==> config.mk <==
export PLATFORM = sky130hd
export DESIGN_NAME = spi_cs_timer
export DESIGN_NICKNAME = d
export VERILOG_FILES = /design/src/rtl/spi_cs_pkg.sv /design/src/rtl/spi_cs_guard_cnt.sv /design/src/rtl/spi_cs_edge_gen.sv /design/src/rtl/spi_cs_fsm.sv /design/src/rtl/spi_cs_timer.sv
export SDC_FILE = /design/constraint.sdc
export NUM_CORES = 1
export LEC_CHECK = 0
export ABC_AREA = 1
export BUFFER_PORTS_ARGS = -buffer_cell sky130_fd_sc_hd__buf_2
export CAP_MARGIN = 20
export CORE_UTILIZATION = 50
export DETAILED_ROUTE_END_ITERATION = 8
export GPL_ROUTABILITY_DRIVEN = 0
export PLACE_DENSITY = 0.71
export SYNTH_ARGS = -nofsm -noshare
export SYNTH_HDL_FRONTEND = slang
export SYNTH_SLANG_ARGS = --single-unit
==> constraint.sdc <==
create_clock -name clk -period 3.63 [get_ports clk]
set_clock_uncertainty 0.05 [all_clocks]
set_input_delay 0 -clock clk [delete_from_list [all_inputs] [get_ports clk]]
set_output_delay 0 -clock clk [all_outputs]
set_load 0.01 [all_outputs]
==> src/rtl/spi_cs_pkg.sv <==
package spi_cs_pkg;

  typedef enum logic [2:0] {
    ST_IDLE,
    ST_LEAD,
    ST_SHIFT,
    ST_TRAIL,
    ST_RELEASE
  } cs_state_e;

  localparam int GUARD_CODE_W = 2;
  localparam int GUARD_CNT_W  = GUARD_CODE_W + 1;

  // guard code c maps to 2c+1 half-period ticks: 1, 3, 5, 7
  function automatic logic [GUARD_CNT_W-1:0] guard_ticks(input logic [GUARD_CODE_W-1:0] code);
    return {code, 1'b1};
  endfunction

endpackage

==> src/rtl/spi_cs_guard_cnt.sv <==
module spi_cs_guard_cnt
  import spi_cs_pkg::*;
(
  input  logic                    clk,
  input  logic                    rst_n,
  input  logic                    capture_i,
  input  logic [GUARD_CODE_W-1:0] code_i,
  input  logic                    reload_i,
  input  logic                    dec_i,
  output logic                    one_left_o
);

  logic [GUARD_CODE_W-1:0] code_q;
  logic [GUARD_CNT_W-1:0]  cnt_q;

  always_ff @(posedge clk or negedge rst_n) begin
    if (!rst_n) begin
      code_q <= '0;
      cnt_q  <= '0;
    end else if (capture_i) begin
      code_q <= code_i;
      cnt_q  <= guard_ticks(code_i);
    end else if (reload_i) begin
      cnt_q  <= guard_ticks(code_q);
    end else if (dec_i && cnt_q != '0) begin
      cnt_q  <= cnt_q - GUARD_CNT_W'(1);
    end
  end

  assign one_left_o = (cnt_q == GUARD_CNT_W'(1));

endmodule

==> src/rtl/spi_cs_edge_gen.sv <==
module spi_cs_edge_gen #(
  parameter int LEN_W  = 4,
  parameter int EDGE_W = LEN_W + 2
) (
  input  logic             clk,
  input  logic             rst_n,
  input  logic             track_i,
  input  logic             cpol_i,
  input  logic             load_i,
  input  logic [LEN_W-1:0] len_code_i,
  input  logic             step_i,
  output logic             sclk_o,
  output logic             last_o,
  output logic             shift_en_o
);

  logic [EDGE_W-1:0] left_q;

  always_ff @(posedge clk or negedge rst_n) begin
    if (!rst_n) begin
      sclk_o     <= 1'b0;
      left_q     <= '0;
      shift_en_o <= 1'b0;
    end else begin
      shift_en_o <= 1'b0;
      if (track_i) sclk_o <= cpol_i;
      if (load_i) begin
        left_q <= (EDGE_W'(len_code_i) + EDGE_W'(1)) << 1;
      end else if (step_i) begin
        sclk_o     <= ~sclk_o;
        left_q     <= left_q - EDGE_W'(1);
        // an odd count before the edge marks the second edge of a bit
        shift_en_o <= left_q[0];
      end
    end
  end

  assign last_o = (left_q == EDGE_W'(1));

endmodule

==> src/rtl/spi_cs_fsm.sv <==
module spi_cs_fsm
  import spi_cs_pkg::*;
(
  input  logic clk,
  input  logic rst_n,
  input  logic tick_i,
  input  logic start_i,
  input  logic guard_off_i,
  input  logic guard_one_i,
  input  logic edge_last_i,
  output logic cs_n_o,
  output logic busy_o,
  output logic done_o,
  output logic capture_o,
  output logic reload_o,
  output logic dec_o,
  output logic track_o,
  output logic load_o,
  output logic step_o
);

  cs_state_e st_q;
  logic      bypass_q;

  always_comb begin
    track_o   = (st_q == ST_IDLE);
    capture_o = track_o && start_i;
    load_o    = capture_o;
    dec_o     = tick_i && (st_q == ST_LEAD || st_q == ST_TRAIL);
    step_o    = tick_i && ((st_q == ST_LEAD && guard_one_i) || st_q == ST_SHIFT);
    reload_o  = tick_i && (st_q == ST_SHIFT) && edge_last_i && !bypass_q;
    busy_o    = (st_q != ST_IDLE);
  end

  always_ff @(posedge clk or negedge rst_n) begin
    if (!rst_n) begin
      st_q     <= ST_IDLE;
      cs_n_o   <= 1'b1;
      done_o   <= 1'b0;
      bypass_q <= 1'b0;
    end else begin
      done_o <= 1'b0;
      unique case (st_q)
        ST_IDLE: if (start_i) begin
          bypass_q <= guard_off_i;
          cs_n_o   <= 1'b0;
          st_q     <= guard_off_i ? ST_SHIFT : ST_LEAD;
        end
        ST_LEAD: if (tick_i && guard_one_i) st_q <= ST_SHIFT;
        ST_SHIFT: if (tick_i && edge_last_i) begin
          if (bypass_q) begin
            cs_n_o <= 1'b1;
            st_q   <= ST_RELEASE;
          end else begin
            st_q   <= ST_TRAIL;
          end
        end
        ST_TRAIL: if (tick_i && guard_one_i) begin
          cs_n_o <= 1'b1;
          st_q   <= ST_RELEASE;
        end
        ST_RELEASE: if (tick_i) begin
          done_o <= 1'b1;
          st_q   <= ST_IDLE;
        end
        default: st_q <= ST_IDLE;
      endcase
    end
  end

endmodule

==> src/rtl/spi_cs_timer.sv <==
module spi_cs_timer
  import spi_cs_pkg::*;
#(
  parameter int MAX_BITS = 16,
  parameter int LEN_W    = $clog2(MAX_BITS)
) (
  input  logic                    clk,
  input  logic                    rst_n,
  input  logic                    tick_i,
  input  logic                    start_i,
  input  logic [LEN_W-1:0]        word_len_i,
  input  logic                    cpol_i,
  input  logic [GUARD_CODE_W-1:0] guard_code_i,
  input  logic                    guard_off_i,
  output logic                    cs_n_o,
  output logic                    sclk_o,
  output logic                    shift_en_o,
  output logic                    busy_o,
  output logic                    done_o
);

  localparam int EDGE_W = LEN_W + 2;

  logic capture, reload, dec, track, load, step;
  logic guard_one, edge_last;

  spi_cs_fsm u_fsm (
    .clk         (clk),
    .rst_n       (rst_n),
    .tick_i      (tick_i),
    .start_i     (start_i),
    .guard_off_i (guard_off_i),
    .guard_one_i (guard_one),
    .edge_last_i (edge_last),
    .cs_n_o      (cs_n_o),
    .busy_o      (busy_o),
    .done_o      (done_o),
    .capture_o   (capture),
    .reload_o    (reload),
    .dec_o       (dec),
    .track_o     (track),
    .load_o      (load),
    .step_o      (step)
  );

  spi_cs_guard_cnt u_guard (
    .clk        (clk),
    .rst_n      (rst_n),
    .capture_i  (capture),
    .code_i     (guard_code_i),
    .reload_i   (reload),
    .dec_i      (dec),
    .one_left_o (guard_one)
  );

  spi_cs_edge_gen #(
    .LEN_W  (LEN_W),
    .EDGE_W (EDGE_W)
  ) u_edge (
    .clk        (clk),
    .rst_n      (rst_n),
    .track_i    (track),
    .cpol_i     (cpol_i),
    .load_i     (load),
    .len_code_i (word_len_i),
    .step_i     (step),
    .sclk_o     (sclk_o),
    .last_o     (edge_last),
    .shift_en_o (shift_en_o)
  );

endmodule

==> impl_metrics.env <==
export IMPL_status="complete, no violations"
export IMPL_cp_startpoint="u_fsm.st_q[0]"
export IMPL_yosysUniqueCellTypes=28
export IMPL_synth_async_sr_flop_share_pct=100
export IMPL_synth_edf_count=0
export IMPL_cp_required_ns=3.77
export IMPL_arrival_ns=1.76
export IMPL_synthTopCellsByCount="44 x nand2_1, 18 x dfrtp_1, 18 x inv_1, 12 x nor2_1, 11 x nand3_1"
export IMPL_wl_mm=2.48
export IMPL_die_width_um=51.3
export IMPL_drive_gt1_share_pct=21.1
export IMPL_syn_cell_area_um2=1220
export IMPL_place_inst=203
export IMPL_synth_yosys_seq_area_share_pct=39.2
export IMPL_ant_nets=0
export IMPL_grt_use_total_pct=23.1
export IMPL_cp_slowest_cell="dfrtp_1"
export IMPL_cpPeakStageDelay_ns=0.49
export IMPL_clk_latency_ns=0.29
export IMPL_via_per_inst=5.00
export IMPL_rsz0062_at_grt="false"
export IMPL_worstSetupStartpointType="flip-flop"
export IMPL_detail_route_wl_per_cell_um=11.6
export IMPL_grt_pass1_vias=1077
export IMPL_max_freq_ghz=0.615
export IMPL_holdCritStartpoint="word_len_i[3]"
export IMPL_clockBufferDepth=2
export IMPL_ys_flop_type="dfrtp_1"
export IMPL_regToRegStartpoint="u_fsm.st_q[0]"
export IMPL_antenna_found_initial=0
export IMPL_rr_endpoint="u_edge.left_q[3]"
export IMPL_maxSlewViolCount=0
export IMPL_route_vias_total=1065
export IMPL_n_antenna_cell=0
export IMPL_final_cell_count_no_fill=213
export IMPL_drt_iter0_markers=15
export IMPL_min_period_ns=1.63
export IMPL_end_kind="flip-flop"
export IMPL_max_vdd_ir_drop_mv=0.377
export IMPL_syn_inst=160
export IMPL_power_leakage_nw=0.756
export IMPL_grt_overflow_total=0
export IMPL_initial_core_util_pct=53.9
export IMPL_finalCritPeriodShare_pct=44.8
export IMPL_cts_repair_resized=0
export IMPL_ctsRootBufferMaster="clkbuf_4"
export IMPL_finalSetupViolCount=0
export IMPL_cts_htree_levels=1
export IMPL_yosys_top_cells_area="dfrtp_1 37%, nand2_1 14%, ha_1 6.2%, inv_1 5.6%, nand3_1 4.5%"
export IMPL_crit_chain="nor2_4 -> nand3_2 -> inv_1 -> a21oi_1 -> o21ai_1 -> nand2_1"
export IMPL_critical_path_class="reg2reg"
export IMPL_finalSetupTns_ns=0
export IMPL_yosysWarnings=0
export IMPL_rr_worst_depth=6
export IMPL_cts_tree="yes"
export IMPL_maxCapViolCount=0
export IMPL_critical_path_max_fanout=18
export IMPL_first_pass_iters=4
export IMPL_fp_dieH_um=51.3
export IMPL_core_area_um2=2250
export IMPL_syn_nets=178
export IMPL_powerDensity_nw_per_um2=781
export IMPL_regToRegSetupSlack_ns=2.00
export IMPL_portBuffers=16
export IMPL_synth_top_cell_by_area="dfrtp_1"
export IMPL_hold_path_class="in2reg"
export IMPL_synth_most_common_cell="nand2_1"
export IMPL_grt_pass1_wl_mm=4.58
export IMPL_drc=0
export IMPL_synth_top_area_share_pct=37.0
export IMPL_areaGrowthSynthToFinish_pct=15.9
export IMPL_dieArea_um2=2630
export IMPL_hold_violations=0
export IMPL_slew_headroom_pct=70.9
export IMPL_finalNetCount=204
export IMPL_cp_endpoint="u_edge.left_q[3]"
export IMPL_cts_sinks=19
export IMPL_dp_hpwl_mm=1.90
export IMPL_synth_seq_cells=19
export IMPL_rows=17
export IMPL_tightest_slew_ns=0.436
export IMPL_cts_inserted_buffers=3
export IMPL_grt_max_degree=20
export IMPL_io_pins=17
export IMPL_syn_avg_cell_area_um2=7.60
export IMPL_clkTransAtPathRegs_ns=0.11
## critical path, delay by kind of cell (launching register included)
family | cells | cell delay, ns
AOI/OAI and AO/OA | 2 | 0.20
buffers and inverters | 1 | 0.26
DFF | 1 | 0.49
and+or+nand+nor | 3 | 0.53
## placed cells by master (no fill, tap or decap), drive strengths merged, types with 3 or more instances in the layout
cell,synthesis,final
nor2,17,17
nand2,49,49
buf,1,16
dfrtp,18,18
nand3,13,13
o21ai,13,13
dlygate4sd3,0,6
inv,21,21
a21oi,8,8
ha,6,6
clkbuf,0,4
or2,3,3
## timing repair
action	in CTS	in global routing
hold buffers	6	0
endpoints found under the hold margin	25	0
buffers inserted	0	0
## sequential cells by signal (all words and copies together) (netlist names)
signal and cells:
u_edge.left_q 6, u_edge.sclk_o 1, u_edge.shift_en_o 1, u_fsm.bypass_q 1, u_fsm.cs_n_o 1, u_fsm.done_o 1, u_fsm.st_q 3, u_guard.cnt_q 3
u_guard.code_q 2
## per-layer routing
metal  track usage (%)  share of wire [%]  vias up
li1                  -                  -      565
met1              30.6                 50      482
met2              38.6                 46       14
met3              3.57                2.5        4
met4              6.76                1.1        0
met5                 0                  0        -
## cell type report
class / instances / area, µm²
inverters: 21 / 78.8
repair buffers: 22 / 140
fillers: 206 / 845
flip-flops and latches: 19 / 477
clock buffers: 4 / 26.3
well taps: 28 / 35.0
multi-input cells: 119 / 653
## kinds of logic after synthesis
family / share of synthesized area, %
simple gates: 33.3
buf+inv: 7.10
xor+xnor: 2.16
compound gates: 12.0
fa+ha+maj: 6.17
flops: 39.2
## report_power, final
group          switching [W]  total (W)  internal, W  leakage, nW
clock              0.0000638   0.000106    0.0000427       0.0150
sequential         0.0000809   0.000386     0.000306        0.233
combinational       0.000374   0.000608     0.000234        0.508
total               0.000519    0.00110     0.000582        0.756
## how the worst min path moves through the flow
stage                            end  slack, ns  cells after the start
global placement    u_edge.left_q[2]      -0.08                      1
finish              u_edge.left_q[4]      0.002                      4
detailed placement  u_edge.left_q[2]      -0.08                      1
global route        u_edge.left_q[5]       0.03                      5
floorplan           u_edge.left_q[0]      -0.35                      0
CTS                 u_edge.left_q[4]     0.0008                      4
## stage by stage
stage / util (%) / cell area, µm² / total power (W) / worst slack [ns] / hold slack, ns
floorplan: - / 1220 / 0.000856 / 2.20 / -0.346
global placement: 58.7 / 1320 / 0.000972 / 2.10 / -0.0839
detailed placement: 58.7 / 1320 / 0.000992 / 2.05 / -0.0840
CTS: 62.5 / 1410 / 0.00111 / 2.01 / 0.000841
global route: 62.5 / 1410 / 0.00123 / 1.83 / 0.0338
finish: 62.5 / 1410 / 0.00110 / 2.00 / 0.00244
Power figures use the tool's default switching activity.
